[config.mk]
export PLATFORM = sky130hd
export DESIGN_NAME = perf_mon_unit
export DESIGN_NICKNAME = d
export VERILOG_FILES = /design/src/rtl/pmu_pkg.sv /design/src/rtl/pmu_cnt_slice.sv /design/src/rtl/pmu_prescaler.sv /design/src/rtl/pmu_regif.sv /design/src/rtl/perf_mon_unit.sv
export SDC_FILE = /design/constraint.sdc
export NUM_CORES = 1
export LEC_CHECK = 0
export BUFFER_PORTS_ARGS = -buffer_cell sky130_fd_sc_hd__clkbuf_2
export CORE_AREA = 2 2 148 150
export DETAILED_ROUTE_END_ITERATION = 10
export DIE_AREA = 0 0 150 152
export HOLD_SLACK_MARGIN = 0.15
export PLACE_DENSITY = 0.77
export SYNTH_ARGS = -nofsm -noshare
export SYNTH_HDL_FRONTEND = slang
export SYNTH_SLANG_ARGS = --single-unit
export TNS_END_PERCENT = 1
[constraint.sdc]
create_clock -name clk -period 2.6 [get_ports clk]
set_input_delay 0.65 -clock clk [delete_from_list [all_inputs] [get_ports clk]]
set_output_delay 0.65 -clock clk [all_outputs]
set_load 0.005 [all_outputs]
[src/rtl/pmu_pkg.sv]
package pmu_pkg;
  localparam int unsigned REG_AW = 4;
  localparam int unsigned DW     = 32;

  localparam logic [REG_AW-1:0] A_CTRL  = 4'd0;
  localparam logic [REG_AW-1:0] A_ENSET = 4'd1;
  localparam logic [REG_AW-1:0] A_ENCLR = 4'd2;
  localparam logic [REG_AW-1:0] A_OVF   = 4'd3;
  localparam logic [REG_AW-1:0] A_IRQEN = 4'd4;
  localparam logic [REG_AW-1:0] A_USER  = 4'd5;
  localparam logic [REG_AW-1:0] A_CYC   = 4'd6;

  localparam int unsigned EVT_CNT_BASE = 8;
  localparam int unsigned EVT_SEL_BASE = 12;
  localparam int unsigned MAX_EVT      = 4;

  localparam int unsigned CTRL_EN    = 0;
  localparam int unsigned CTRL_EVRST = 1;
  localparam int unsigned CTRL_CYRST = 2;
  localparam int unsigned CTRL_PSC   = 3;
  localparam int unsigned CYC_BIT    = 31;
endpackage

[src/rtl/pmu_cnt_slice.sv]
module pmu_cnt_slice #(
  parameter int unsigned W = 32
) (
  input  logic         clk,
  input  logic         rst,
  input  logic         clr,
  input  logic         load,
  input  logic [W-1:0] load_val,
  input  logic         inc,
  output logic [W-1:0] cnt,
  output logic         wrap
);
  assign wrap = inc & ~clr & ~load & (&cnt);

  always_ff @(posedge clk) begin
    if (rst)       cnt <= '0;
    else if (clr)  cnt <= '0;
    else if (load) cnt <= load_val;
    else if (inc)  cnt <= cnt + 1'b1;
  end

  // with no step, load or reset the value holds
  assert_hold_R4: assert property (@(posedge clk) disable iff (rst)
    (!clr && !load && !inc) |=> (cnt == $past(cnt)));
  // a wrap leaves the counter at zero
  assert_wrap_zero_R7: assert property (@(posedge clk) disable iff (rst)
    wrap |=> (cnt == '0));
endmodule

[src/rtl/pmu_prescaler.sv]
module pmu_prescaler #(
  parameter int unsigned LOG2 = 6
) (
  input  logic clk,
  input  logic rst,
  input  logic clr,
  input  logic adv,
  output logic tick
);
  logic [LOG2-1:0] div_q;

  assign tick = adv & ~clr & (&div_q);

  always_ff @(posedge clk) begin
    if (rst || clr) div_q <= '0;
    else if (adv)   div_q <= div_q + 1'b1;
  end

  // two ticks never come on adjacent clocks
  assert_tick_gap_R2: assert property (@(posedge clk) disable iff (rst)
    tick |=> !tick);
endmodule

[src/rtl/pmu_regif.sv]
module pmu_regif
  import pmu_pkg::*;
(
  input  logic              clk,
  input  logic              rst,
  input  logic              req_valid,
  input  logic              req_write,
  input  logic [REG_AW-1:0] req_addr,
  input  logic              req_priv,
  input  logic              user_en,
  input  logic [DW-1:0]     rd_word,
  output logic              wr_ok,
  output logic              rsp_valid,
  output logic [DW-1:0]     rsp_rdata,
  output logic              access_err
);
  logic acc_ok;
  logic user_wr;

  assign user_wr = req_write & (req_addr == A_USER);
  assign acc_ok  = req_valid & (req_priv | (user_en & ~user_wr));
  assign wr_ok   = acc_ok & req_write;

  always_ff @(posedge clk) begin
    if (rst) begin
      rsp_valid  <= 1'b0;
      rsp_rdata  <= '0;
      access_err <= 1'b0;
    end else begin
      rsp_valid  <= req_valid;
      access_err <= req_valid & ~acc_ok;
      rsp_rdata  <= (acc_ok & ~req_write) ? rd_word : '0;
    end
  end

  // one response per request, one clock later
  assert_rsp_follow_R10: assert property (@(posedge clk) disable iff (rst)
    req_valid |=> rsp_valid);
  assert_rsp_idle_R10: assert property (@(posedge clk) disable iff (rst)
    !req_valid |=> !rsp_valid);
  // unprivileged access without the user bit is rejected and reads zero
  assert_reject_R9: assert property (@(posedge clk) disable iff (rst)
    (req_valid && !req_priv && !user_en) |=> (access_err && rsp_rdata == '0));
  // an unprivileged write to the user-access register is never accepted
  assert_user_lock_R9: assert property (@(posedge clk) disable iff (rst)
    (req_valid && req_write && !req_priv && req_addr == A_USER) |=> access_err);
endmodule

[src/rtl/perf_mon_unit.sv]
module perf_mon_unit
  import pmu_pkg::*;
#(
  parameter int unsigned CNT_W    = 32,
  parameter int unsigned N_EVT    = 4,
  parameter int unsigned EVT_BUS  = 8,
  parameter int unsigned PSC_LOG2 = 6
) (
  input  logic               clk,
  input  logic               rst,
  input  logic               req_valid,
  input  logic               req_write,
  input  logic [3:0]         req_addr,
  input  logic [31:0]        req_wdata,
  input  logic               req_priv,
  input  logic [EVT_BUS-1:0] evt_in,
  output logic               rsp_valid,
  output logic [31:0]        rsp_rdata,
  output logic               access_err,
  output logic               irq
);
  localparam int unsigned SEL_W = (EVT_BUS > 1) ? $clog2(EVT_BUS) : 1;

  logic             wr_ok;
  logic             ctrl_en, psc_mode, user_en;
  logic             cyc_en, ie_cyc, flag_cyc;
  logic [N_EVT-1:0] evt_en, ie_evt, flag_evt;
  logic [SEL_W-1:0] sel_q [N_EVT];
  logic [CNT_W-1:0] cyc_cnt;
  logic [CNT_W-1:0] evt_cnt [N_EVT];
  logic [N_EVT-1:0] evt_wrap, evt_inc, w_evt, w_sel;
  logic             cyc_wrap, cyc_inc, psc_tick;
  logic [DW-1:0]    rd_word, en_word, ovf_word, ie_word;

  // write decode
  logic w_ctrl, w_set, w_clr, w_ovf, w_ie, w_user, w_cyc;
  logic cyc_clr, evt_clr, mode_chg;

  assign w_ctrl   = wr_ok & (req_addr == A_CTRL);
  assign w_set    = wr_ok & (req_addr == A_ENSET);
  assign w_clr    = wr_ok & (req_addr == A_ENCLR);
  assign w_ovf    = wr_ok & (req_addr == A_OVF);
  assign w_ie     = wr_ok & (req_addr == A_IRQEN);
  assign w_user   = wr_ok & (req_addr == A_USER);
  assign w_cyc    = wr_ok & (req_addr == A_CYC);
  assign cyc_clr  = w_ctrl & req_wdata[CTRL_CYRST];
  assign evt_clr  = w_ctrl & req_wdata[CTRL_EVRST];
  assign mode_chg = w_ctrl & (req_wdata[CTRL_PSC] != psc_mode);

  // bus front end
  pmu_regif u_regif (
    .clk        (clk),
    .rst        (rst),
    .req_valid  (req_valid),
    .req_write  (req_write),
    .req_addr   (req_addr),
    .req_priv   (req_priv),
    .user_en    (user_en),
    .rd_word    (rd_word),
    .wr_ok      (wr_ok),
    .rsp_valid  (rsp_valid),
    .rsp_rdata  (rsp_rdata),
    .access_err (access_err)
  );

  // control, enables, interrupt mask, user access
  always_ff @(posedge clk) begin
    if (rst) begin
      ctrl_en  <= 1'b0;
      psc_mode <= 1'b0;
      user_en  <= 1'b0;
      cyc_en   <= 1'b0;
      evt_en   <= '0;
      ie_cyc   <= 1'b0;
      ie_evt   <= '0;
    end else begin
      if (w_ctrl) begin
        ctrl_en  <= req_wdata[CTRL_EN];
        psc_mode <= req_wdata[CTRL_PSC];
      end
      if (w_user) user_en <= req_wdata[0];
      if (w_set) begin
        cyc_en <= cyc_en | req_wdata[CYC_BIT];
        evt_en <= evt_en | req_wdata[N_EVT-1:0];
      end
      if (w_clr) begin
        cyc_en <= cyc_en & ~req_wdata[CYC_BIT];
        evt_en <= evt_en & ~req_wdata[N_EVT-1:0];
      end
      if (w_ie) begin
        ie_cyc <= req_wdata[CYC_BIT];
        ie_evt <= req_wdata[N_EVT-1:0];
      end
    end
  end

  // cycle counter path
  pmu_prescaler #(.LOG2(PSC_LOG2)) u_psc (
    .clk  (clk),
    .rst  (rst),
    .clr  (cyc_clr | mode_chg),
    .adv  (ctrl_en & cyc_en & psc_mode),
    .tick (psc_tick)
  );

  assign cyc_inc = ctrl_en & cyc_en & (psc_mode ? psc_tick : 1'b1);

  pmu_cnt_slice #(.W(CNT_W)) u_cyc (
    .clk      (clk),
    .rst      (rst),
    .clr      (cyc_clr),
    .load     (w_cyc),
    .load_val (req_wdata[CNT_W-1:0]),
    .inc      (cyc_inc),
    .cnt      (cyc_cnt),
    .wrap     (cyc_wrap)
  );

  // event counters
  for (genvar gi = 0; gi < N_EVT; gi++) begin : g_evt
    assign w_evt[gi] = wr_ok & (req_addr == REG_AW'(EVT_CNT_BASE + gi));
    assign w_sel[gi] = wr_ok & (req_addr == REG_AW'(EVT_SEL_BASE + gi));
    assign evt_inc[gi] = ctrl_en & evt_en[gi] &
                         ((32'(sel_q[gi]) < EVT_BUS) ? evt_in[sel_q[gi]] : 1'b0);

    always_ff @(posedge clk) begin
      if (rst)            sel_q[gi] <= '0;
      else if (w_sel[gi]) sel_q[gi] <= req_wdata[SEL_W-1:0];
    end

    pmu_cnt_slice #(.W(CNT_W)) u_cnt (
      .clk      (clk),
      .rst      (rst),
      .clr      (evt_clr),
      .load     (w_evt[gi]),
      .load_val (req_wdata[CNT_W-1:0]),
      .inc      (evt_inc[gi]),
      .cnt      (evt_cnt[gi]),
      .wrap     (evt_wrap[gi])
    );
  end

  // sticky overflow flags and interrupt
  always_ff @(posedge clk) begin
    if (rst) begin
      flag_cyc <= 1'b0;
      flag_evt <= '0;
      irq      <= 1'b0;
    end else begin
      flag_cyc <= cyc_wrap | (flag_cyc & ~(w_ovf & req_wdata[CYC_BIT]));
      flag_evt <= evt_wrap | (flag_evt & ~({N_EVT{w_ovf}} & req_wdata[N_EVT-1:0]));
      irq      <= |(ovf_word & ie_word);
    end
  end

  // read views
  always_comb begin
    en_word  = '0;
    ovf_word = '0;
    ie_word  = '0;
    en_word[CYC_BIT]    = cyc_en;
    en_word[N_EVT-1:0]  = evt_en;
    ovf_word[CYC_BIT]   = flag_cyc;
    ovf_word[N_EVT-1:0] = flag_evt;
    ie_word[CYC_BIT]    = ie_cyc;
    ie_word[N_EVT-1:0]  = ie_evt;
  end

  always_comb begin
    rd_word = '0;
    case (req_addr)
      A_CTRL: begin
        rd_word[CTRL_EN]  = ctrl_en;
        rd_word[CTRL_PSC] = psc_mode;
      end
      A_ENSET, A_ENCLR: rd_word = en_word;
      A_OVF:            rd_word = ovf_word;
      A_IRQEN:          rd_word = ie_word;
      A_USER:           rd_word[0] = user_en;
      A_CYC:            rd_word[CNT_W-1:0] = cyc_cnt;
      default:          ;
    endcase
    for (int i = 0; i < N_EVT; i++) begin
      if (req_addr == REG_AW'(EVT_CNT_BASE + i)) rd_word[CNT_W-1:0] = evt_cnt[i];
      if (req_addr == REG_AW'(EVT_SEL_BASE + i)) rd_word[SEL_W-1:0] = sel_q[i];
    end
  end

  // global enable clear freezes the cycle counter unless software writes it
  assert_freeze_R4: assert property (@(posedge clk) disable iff (rst)
    (!ctrl_en && !w_cyc && !cyc_clr) |=> $stable(cyc_cnt));
  // writing 5 enables and restarts the cycle counter together
  assert_ctrl_five_R6: assert property (@(posedge clk) disable iff (rst)
    (w_ctrl && req_wdata[2:0] == 3'b101) |=> (ctrl_en && cyc_cnt == '0));
  // the cycle flag stays until written with a 1
  assert_sticky_R7: assert property (@(posedge clk) disable iff (rst)
    (flag_cyc && !(w_ovf && req_wdata[CYC_BIT])) |=> flag_cyc);
  // an enabled flag raises the interrupt on the next clock
  assert_irq_raise_R8: assert property (@(posedge clk) disable iff (rst)
    (|(ovf_word & ie_word)) |=> irq);
endmodule

* Word-level counts from Yosys, hierarchy flattened
Memory sizes are Yosys's and may differ from the RTL's.
Cells that the tools add are included.
** Storage, ports and cells
- Bits in registers :: 219
- Bits in writable memories :: 12
- Memory bits (read-only) :: 0
- Latch bits :: 0
- Memories kept :: 1
** Cells by class
- Shifts and indexed selects :: 0
- Reductions and logical operators :: 19
- Magnitude comparators :: 4
- Equality and inequality tests :: 15
- Muxes and demuxes :: 53
- Multiply operators :: 0
- Bitwise operators :: 85
- Add/sub/neg operators :: 6
- Divide/modulo/power cells :: 0
** Memory list
- sel_q :: depth 4, bits a word 3, read ports 4, clocked after Yosys merged registers in 0, write ports 4, line perf_mon_unit.sv:28 : logic [SEL_W-1:0] sel_q [N_EVT];
** Operator list (count)
- $mux 32 :: 14
- $add 32x1->32 const B :: 5
- $reduce_and 32->1 :: 5
- $pmux 28 s4 :: 1
- $and 1x1->1 :: 55
- $and 32x32->32 :: 1
- $eq 4x4->1 const B :: 8
- $reduce_or 32->1 :: 1
- $mux 3 :: 8
- $mux 1 :: 21
- $lt 3x4->1 const B :: 4
- $not 1->1 :: 14
- $and 4x4->4 :: 3
- $bmux 1 s3 :: 4
- $eq 4x3->1 const B :: 3
- $reduce_bool 2->1 :: 6
- $eq 4x2->1 const B :: 2
- $mux 4 :: 2
- $not 4->4 :: 2
- $or 1x1->1 :: 8
- $or 4x4->4 :: 2
- $pmux 2 s4 :: 1
- $reduce_or 2->1 :: 4
- $add 6x1->6 const B :: 1
- 7 further kinds :: 7

* Longest topological paths before layout
Gate-level depths: netlist of run 1.
- Depth after elaboration :: 19
- Depth in mapped cells :: 9
- Depth with buffers taken out :: 7

* By module
A second synthesis of run 1 with hierarchy kept.
** Unflattened totals
- Cell total of the unflattened synthesis :: 1665
- Area total of the unflattened synthesis :: 14157.3 um^2
** By module, submodules not included
- pmu_cnt_slice :: instances 5, cells an instance 229, area an instance 1848.0 um^2
- perf_mon_unit :: instances 1, cells an instance 409, area an instance 3452.1 um^2
- pmu_regif :: instances 1, cells an instance 82, area an instance 1194.9 um^2
- pmu_prescaler :: instances 1, cells an instance 29, area an instance 270.3 um^2

* Least setup slack after synthesis of run 1
No wires, ideal clock.
- Path type :: input -> register
- From :: in req_addr[1]
- To :: reg g_evt[3].u_cnt.cnt[1]
- Path slack :: 220 ps
- Setup time :: 133 ps
- Required time :: 2467 ps
- Arrival time :: 2248 ps
- Buffers on the path :: 3
- Stages :: 9
- Cell sequence :: clkbuf_1 and4bb_2 o21ai_1 and2_1 a21oi_1 buf_2 clkbuf_1 o21ai_0 a21oi_1
** On the way
- Cells in the longest elaborated chain, start to end :: 10
- Elaborated cells between the ends (all ways) :: 15
- Those cells by class :: 2 x eq/ne; 1 x mux; 9 x bitwise; 3 x reduce/logical
** RTL lines
- start, declared :: line perf_mon_unit.sv:13 : input logic [3:0] req_addr,
- $eq 4x3->1 :: line pmu_regif.sv:20 : assign user_wr = req_write & (req_addr == A_USER);
- $and 1x1->1 :: line pmu_regif.sv:20
- $not 1->1 :: line pmu_regif.sv:21 : assign acc_ok = req_valid & (req_priv | (user_en & ~user_wr));
- $and 1x1->1 :: line pmu_regif.sv:21
- $or 1x1->1 :: line pmu_regif.sv:21
- $and 1x1->1 :: line pmu_regif.sv:21
- $and 1x1->1 :: line pmu_regif.sv:22 : assign wr_ok = acc_ok & req_write;
- $and 1x1->1 :: line perf_mon_unit.sv:39 : assign w_ctrl = wr_ok & (req_addr == A_CTRL);
- $and 1x1->1 :: line perf_mon_unit.sv:47 : assign evt_clr = w_ctrl & req_wdata[CTRL_EVRST];
- $reduce_or 2->1 (no line)
- end signal, assigned :: line pmu_cnt_slice.sv:18 : else if (load) cnt <= load_val;
- end signal, assigned :: line pmu_cnt_slice.sv:19 : else if (inc) cnt <= cnt + 1'b1;
- end, declared :: line pmu_cnt_slice.sv:10 : output logic [W-1:0] cnt,
Parallel ways exist; a longest one is shown, timed or not.
A chain may end at the register's enable or synchronous reset.

==> results of run 1 <==
==> registers in the layout, indices dropped and copies added (netlist names), named ones only <==
register            cells
g_evt.u_cnt.cnt       128
u_cyc.cnt              32
u_regif.rsp_rdata      32
sel_q                  12
u_psc.div_q             6
flag_evt                4
ie_evt                  4
ctrl_en                 1
flag_cyc                1
ie_cyc                  1
irq                     1
psc_mode                1
u_regif.access_err      1
u_regif.rsp_valid       1
user_en                 1
==> through the flow <==
step | instance area, sq um | TNS, ps | hold WS, ps | utilization | total power [W]
floorplan | 12600 | 0 | 445 | - | 0.00398
global placement | 13800 | -8160 | 471 | 0.646 | 0.00423
finish | 14600 | 0 | 319 | 0.685 | 0.00776
global route | 14600 | 0 | 339 | 0.685 | 0.00795
CTS | 14600 | 0 | 314 | 0.685 | 0.00775
detailed placement | 13800 | -8510 | 483 | 0.646 | 0.00424
==> routing by layer <==
metal / vias up / global-route usage / part of all wire
met5: - / 0 / 0
met4: 0 / 0.117 / 0.036
met3: 142 / 0.0565 / 0.12
met2: 807 / 0.547 / 0.44
met1: 5958 / 0.519 / 0.41
li1: 5881 / - / -
==> final cells by class <==
cell class / instances / area share
timing repair buffer: 172 / 0.0860
clock inverter: 4 / 0.00137
clock buffer: 42 / 0.0555
tap: 280 / 0.0239
sequential: 231 / 0.324
multi-input combinational: 1174 / 0.497
inverter: 45 / 0.0115
==> worst register-to-register path, cell delays in order, from the launching register on <==
cell and delay [ps]:
sky130_fd_sc_hd__edfxtp_1 520, sky130_fd_sc_hd__mux2_2 280, sky130_fd_sc_hd__o22ai_1 170, sky130_fd_sc_hd__nor3_1 750, sky130_fd_sc_hd__nand4_1 210, sky130_fd_sc_hd__xor2_1 180
sky130_fd_sc_hd__a211oi_1 220
==> cell usage after synthesis, types with 17 or more instances <==
master | count | area, sq um
sky130_fd_sc_hd__dfxtp_1 | 219 | 4380
sky130_fd_sc_hd__a21oi_1 | 175 | 876
sky130_fd_sc_hd__o21ai_0 | 169 | 846
sky130_fd_sc_hd__nand2_1 | 118 | 443
sky130_fd_sc_hd__clkbuf_1 | 92 | 345
sky130_fd_sc_hd__xnor2_1 | 92 | 806
sky130_fd_sc_hd__nor2_1 | 91 | 342
sky130_fd_sc_hd__nand3_1 | 62 | 310
sky130_fd_sc_hd__a22oi_1 | 61 | 458
sky130_fd_sc_hd__xor2_1 | 55 | 482
sky130_fd_sc_hd__nor3_1 | 52 | 260
sky130_fd_sc_hd__nand4_1 | 48 | 300
sky130_fd_sc_hd__inv_1 | 44 | 165
sky130_fd_sc_hd__a31oi_1 | 32 | 200
sky130_fd_sc_hd__nor4_1 | 26 | 163
sky130_fd_sc_hd__mux2i_1 | 20 | 200
sky130_fd_sc_hd__and3_1 | 17 | 106
==> cells by family (layout without fill, tap and decap cells) <==
family	after synthesis	count (layout)
compound gates	499	499
simple gates	488	488
flops	231	231
buf+inv	152	263
xor+xnor	147	147
mux	34	34
fa+ha+maj	6	6
==> power by group through the flow <==
stage,logic [W],registers [W],clock network (W)
after floorplan,0.000271,0.00371,0
after global placement,0.000508,0.00372,0
after detailed placement,0.000515,0.00372,0
after CTS,0.000520,0.00364,0.00359
after global routing,0.000567,0.00365,0.00373
final,0.000540,0.00365,0.00358
==> final timing paths <==
path	start	to	slack, ps
max	sel_q[0][0]$_SDFFCE_PN0P_	g_evt[0].u_cnt.cnt[3]$_SDFFE_PP0P_	180
min	req_priv	u_regif.access_err$_SDFF_PP0_	320
min reg2reg	u_psc.div_q[5]$_SDFFE_PP0P_	u_psc.div_q[5]$_SDFFE_PP0P_	490
max reg2reg	sel_q[0][0]$_SDFFCE_PN0P_	g_evt[0].u_cnt.cnt[3]$_SDFFE_PP0P_	180
==> what timing repair did <==
item / CTS / global route
resized for setup: 1 / 1
gates cloned: 0 / 0
hold buffers: 0 / 0
setup endpoints to repair: 5 / 8
==> run summary, run 1 <==
The flow ran to the end, but the final reports show violations. The H-tree depth reported by CTS is 1. The arrival time at the worst endpoint came out at 2860 ps. The power density relative to cell area came out at 530 nW/um^2. TritonCTS built the clock tree. The share of the synthesized area in compound gates (AO/OA/AOI/OAI) came out at 0.230.

The number of core rows came out at 54. The initial antenna violation count is 0. The number of sinks driven by the clock tree came out at 231.

The share of synthesized flip-flops with an asynchronous set or reset is 0. The die covers around 23000 sq um. The final setup skew is roughly 6.2 ps. The final instance count without filler cells is 1948.

The first TritonRoute pass finished after 9 iterations. From synthesis to final layout, the design area changed by 16.5%. The average cell area after synthesis came out at 8.07 sq um.

For this run the aggregate overflow at the end of global routing stands at 0. At the pin with the least slew margin, the transition time is about 910 ps. Of the total power, the share spent switching nets is 0.239.

For this run, design rule violations remaining after detail routing come to 1. The HPWL after detailed placement is 29600 microns. The count of buffers from port buffering is 83. The total wire length after detailed routing came out at 42100 microns. The residual antenna-violating net count after detailed routing is 0.

The die span in y came out at between 150 and 200 microns. The share of cell area taken by muxes after synthesis came out at 0.0333. The number of violations reported at the end of detailed-routing iteration 0 came out at 1782. The netlist area before placement came out at 12600 sq um. The worst reg-to-reg path cell count came out at 6. The worst-case IR drop observed on VDD is 0.000411 V. The maximum number of pins on one net before global-route repair is 72. The x dimension of the die came out at 150 microns. The via count of the first global-routing pass is approximately 12000.

The flop and latch count out of synthesis is 231. The synthesized instance count came out at 1557. The number of placed I/O pins came out at 84. The worst-case clock buffer depth came out at 3. Internal power comes to between 0.005 and 0.006 W. The initial standard-cell utilization of the core came out at 0.588. The share of the yosys chip area belonging to registers is 0.378. The final period demand of the worst path came out at 2420 ps.

The library cell used most frequently in the layout, excluding fill and tap cells, is sky130_fd_sc_hd__dfxtp_1. The combined global-route utilization of all metal layers is 0.359. The kind of cell with the highest combined delay on the critical path is simple AND/OR/NAND/NOR gates. Once placement completed, the tool counted placed cells totaling 1902. The xor and xnor area share after synthesis is 0.103. The relative slew slack came out at 0.388. The largest single stage delay on the critical path is 750 ps. In this run, CTS created clock tree buffers numbering 26. The area of the multi-input gates is 7280 sq um. Of the total power, combinational logic draws 0.070. The routed via count came out at roughly 13000. Registers take 4740 sq um.

Timing would allow up to 413 MHz. The per-cell via count in the routed design is 6.56. Synthesis produced a netlist with a net count of 1612.

The slowest cell on the critical path is sky130_fd_sc_hd__nor3_1. Setup repair after global routing left no endpoint under its margin. After synthesis, the largest family of logic cells by area is compound AO/OA/AOI/OAI gates. The layout net count is 1705.

For the worst setup path, the data required time is 3040 ps. In this run the static leakage power is 4.70 nW. The post-synthesis share of cell area spent on full adders, half adders and majority gates is 0.00598. In the final layout, the share of cells above drive strength 1 is 0.153.

The tool flagged a number of max-cap violations equal to 0. The setup path with the least slack is of type register to register. CTS placed an instance of sky130_fd_sc_hd__clkbuf_16 at the clock tree root.

The sequential power share is 0.470. The worst setup path is captured at a register. The number of different library cells used by synthesis comes to slightly below 70. The worst hold path stage count is 2. For this run, the leading register cell type out of synthesis is sky130_fd_sc_hd__dfxtp_1. The worst setup path is launched from a register.

The part of the cycle the worst path needs came out at 0.931. The largest driver fanout on the critical path came out at 6. In the layout the commonest cells are 219 x sky130_fd_sc_hd__dfxtp_1, 173 x sky130_fd_sc_hd__a21oi_1, 169 x sky130_fd_sc_hd__o21ai_0. The average wire length per cell after detail routing is about 22 microns. Timing analysis after detailed placement gives a worst setup slack of -342 ps. The worst path buffer plus inverter count came out at 0. Traced cell by cell, the critical path runs through mux2_2 -> o22ai_1 -> nor3_1 -> nand4_1 -> xor2_1 -> a211oi_1. The number of setup violations in the final report came out at 0. Of the total synthesized cell area, the portion taken by AND, OR, NAND and NOR gates is 0.203. The smallest setup slack after layout came out at 179 ps. The repair_antennas step left the layout with diodes totalling 0. The first-pass GRT wire length came out at 64800 microns. The power spent charging and discharging nets is 0.00185 W.

The fill cell total of the finished layout is 1806. The post-CTS setup buffer count came out at 0. Counting buffers and inverters, the worst setup path is 6 cells deep.

The later pin in the worst-skew pair is clocked with a latency of ~530 ps. During synthesis, Yosys emitted a total of 0 warnings. The total core area is 21400 sq um.

The weighted congestion reported at the end of routability-driven placement is about 0.99. The final hold violation count came out at 0. The portion of total power attributed to the clock network came out at 0.461. The min-delay analysis places its worst path in the category primary input to register. The number of pins exceeding their max-slew limit in the final report is 0. In this run, synthesis inferred 12 flip-flops with an integrated enable. The final reports fail on DRC. The clock slew seen by the registers of the worst setup and hold paths is 60 ps.
Power figures use the tool's default switching activity.
==> inputs of run 2 (changes only) <==
Settings changed: REMOVE_ABC_BUFFERS set to 1.
==> run 2 against run 1 <==
Compared with the run above: the flow now finishes without violations; sequential cell count unchanged; non-clock buffer count up 7; global-route usage is 0.43 points higher; wire length about the same; worst hold slack gained 18 ps; count of clock-buffer cells in the layout shrank 5; sequential share of layout area about the same; fmax shrank 0.44%; cell count grew 0.15%; total power increased by 1.1%; clock power increased by 3%; core utilization down 0.065 points; largest power group is now clock.
==> run summary, run 2 (synthesized netlist as in run 1, its figures left out) <==
The final hold violation count was 0. The routed via count came out at 12700. The hold buffer count at cts is 0. The average wire length per cell after detail routing is 21.6 microns. The number of maximum-capacitance violations is 0. The floorplan step defined a die boundary enclosing 22800 sq um.

CTS built an H-tree with a depth of 1. The arrival time at the worst endpoint is between 2000 and 3000 ps. The final period demand of the worst path came out at approximately 2400 ps. STA classifies the critical path startpoint as a register. STA puts the critical path data required time at between 3000 and 4000 ps. The relative area change from synthesis to final layout is 16.4%. The die span in y came out at approximately 150 microns.

The worst-case clock buffer depth came out at 3. The layout net count is 1711. For this run, the detailed router's first-pass iteration total came to 8.

Setup repair after global routing left no endpoint under its margin. The flow ran to the end, and the final reports show no timing, DRC or antenna violations. The HPWL after detailed placement is between 20000 and 30000 microns. The number of violations reported at the end of detailed-routing iteration 0 is 1419. The worst hold path terminates at u_regif.access_err$_SDFF_PP0_. The per-cell via count in the routed design came out at roughly 6.5. The register with the most flip-flops in the final layout is g_evt.u_cnt.cnt. Clock latency on the worst-skew pair, taken at its later pin, is 540 ps.

The part of the cycle the worst path needs is 0.935. The combined global-route utilization of all metal layers came out at 0.363. The hold path startpoint is req_priv. The residual antenna-violating net count after detailed routing is 0. The count of buffers from port buffering came out at 83.

The worst hold path passes through 2 cells. On the critical path, the stage with the largest delay is an instance of sky130_fd_sc_hd__nor3_2. The final setup skew is about 15 ps. The largest registers in the layout are g_evt.u_cnt.cnt: 128 flops, u_cyc.cnt: 32 flops, u_regif.rsp_rdata: 32 flops. Broken down by cell family, the worst path's largest delay share belongs to simple AND/OR/NAND/NOR gates. The cell area after layout is roughly 15000 sq um. The number of placed I/O pins is 84.

Excluding fillers, the count of instances in the completed layout stands at 1951. The worst path buffer plus inverter count came out at 1. The worst stage delay on the critical path came out at approximately 740 ps. The endpoint identified for the worst register-to-register timing path is g_evt[1].u_cnt.cnt[30]$_SDFFE_PP0P_. The die is about 150 microns wide. The register-to-register setup slack is 170 ps. The total wire length after detailed routing is 42100 microns.

The slew at the pin closest to its max-slew limit came out at 872 ps. The congestion estimate from routability-driven global placement came to 0.958. The via count of the first global-routing pass is about 12000.

The top achievable clock speed is 411 MHz. The DRC violation count after routing is 0. The overflow left after global routing came out at 0. TritonCTS built the clock tree.

The class of the worst hold path is primary input to register. In this run the critical register-to-register path is launched from sel_q[1][0]$_SDFFCE_PN0P_. The fill cell total of the finished layout came out at 1795. The top cell types in the final layout, fill and taps aside, are 218 x sky130_fd_sc_hd__dfxtp_1, 173 x sky130_fd_sc_hd__a21oi_1, 169 x sky130_fd_sc_hd__o21ai_0. The post-CTS setup buffer count is 0.

The sort of element at the end of the critical path is a register. The library cell used most frequently in the layout, excluding fill and tap cells, is sky130_fd_sc_hd__dfxtp_1. The critical path goes through mux4_2 -> mux2i_1 -> nor3_2 -> buf_4 -> nand2_1 -> xor2_1 -> a21oi_1. The total negative slack for setup checks is 0 ps.

The number of cells in the design after placement is 1909. The static leakage came out at 4.71 nW. The repair_antennas step left the layout with diodes totalling 0. The worst reg-to-reg path cell count is 7. The number of pins exceeding their max-slew limit in the final report came out at 0.

The area of the multi-input gates is 7270 sq um. The peak ir drop on the vdd network is between 0.0004 and 0.0005 V. The sequential cell area in the final layout came out at 4750 sq um. The initial standard-cell utilization of the core is 0.588. The number of core rows came out at 54. The total core area is 21400 sq um. The largest driver fanout on the critical path came out at 7. The share of final-layout standard cells stronger than drive strength 1 came out at 0.156.

The clock tree root driver cell is sky130_fd_sc_hd__clkbuf_16. The initial antenna violation count came to 0. The number of setup violations in the final report is 0. For this design, the sink count on the clock tree is 231. The critical path is of the register to register type.

The relative slew slack came out at 0.413. The count of cells resized by post-cts repair came out at 0. The maximum number of pins on one net before global-route repair is 73. The flip-flop count of the largest register after layout is 128. The standard cell area after detailed placement is 13800 sq um. The first-pass GRT wire length is 65600 microns. The number of buffers created by CTS is 25.

The power density relative to cell area came out at 537 nW/um^2. After clock tree synthesis, the clock-pin slew on the worst setup and hold paths is 60 ps.
-- run 2: changes by cell type in the layout (fill, tap and decap cells not counted), moves of 2 or more --
cell	change
sky130_fd_sc_hd__clkbuf_16	-2
sky130_fd_sc_hd__buf_12	-5
sky130_fd_sc_hd__buf_4	+12
sky130_fd_sc_hd__bufinv_16	+3
sky130_fd_sc_hd__clkbuf_8	-2
sky130_fd_sc_hd__clkinv_2	-3
-- run 2: metrics by stage --
| stage | setup slack [ps] | hold slack (ps) | util | power (W) |
|---|---|---|---|---|
| 2_1_floorplan | -2640 | 439 | - | 0.00394 |
| 3_3_place_gp | 38.6 | 458 | 0.646 | 0.00421 |
| 3_5_place_dp | -11.0 | 478 | 0.646 | 0.00421 |
| 4_1_cts | 178 | 330 | 0.685 | 0.00785 |
| 5_1_grt | 70.1 | 345 | 0.685 | 0.00803 |
| 6_report | 169 | 337 | 0.685 | 0.00785 |
-- run 2: worst max path at each step --
stage,to,start,slack [ps],depth (start not counted)
floorplan,g_evt[2].u_cnt.cnt[20]$_SDFFE_PP0P_,req_addr[3],-2640,6
finish,g_evt[1].u_cnt.cnt[30]$_SDFFE_PP0P_,sel_q[1][0]$_SDFFCE_PN0P_,170,7
global placement,flag_evt[3]$_SDFF_PP0_,req_addr[0],40,8
detailed placement,flag_evt[3]$_SDFF_PP0_,req_addr[0],-10,8
CTS,u_cyc.cnt[27]$_SDFFE_PP0P_,ctrl_en$_SDFFE_PP0P_,180,8
global route,g_evt[0].u_cnt.cnt[25]$_SDFFE_PP0P_,sel_q[0][0]$_SDFFCE_PN0P_,70,7
-- run 2: layout make-up --
cell class	count	area share
clock buffer	37	0.0500
clock inverter	5	0.00710
multi-input combinational	1174	0.497
inverter	45	0.0116
timing repair buffer	179	0.0854
tap	280	0.0240
sequential	231	0.325
-- run 2: per-layer routing --
metal / track usage / up-vias / routed length, microns
met5: 0 / - / 0
met4: 0.109 / 0 / 1430
met3: 0.0736 / 109 / 4430
met2: 0.578 / 702 / 19100
met1: 0.498 / 6023 / 17100
li1: - / 5889 / -
-- run 2: where the power goes --
part	internal, W	leakage, nW	switching, W	total, W
Clock	0.00222	0.409	0.00147	0.00369
Combinational	0.000182	2.42	0.000331	0.000513
Sequential	0.00360	1.88	0.0000433	0.00364
Total	0.00601	4.71	0.00184	0.00785
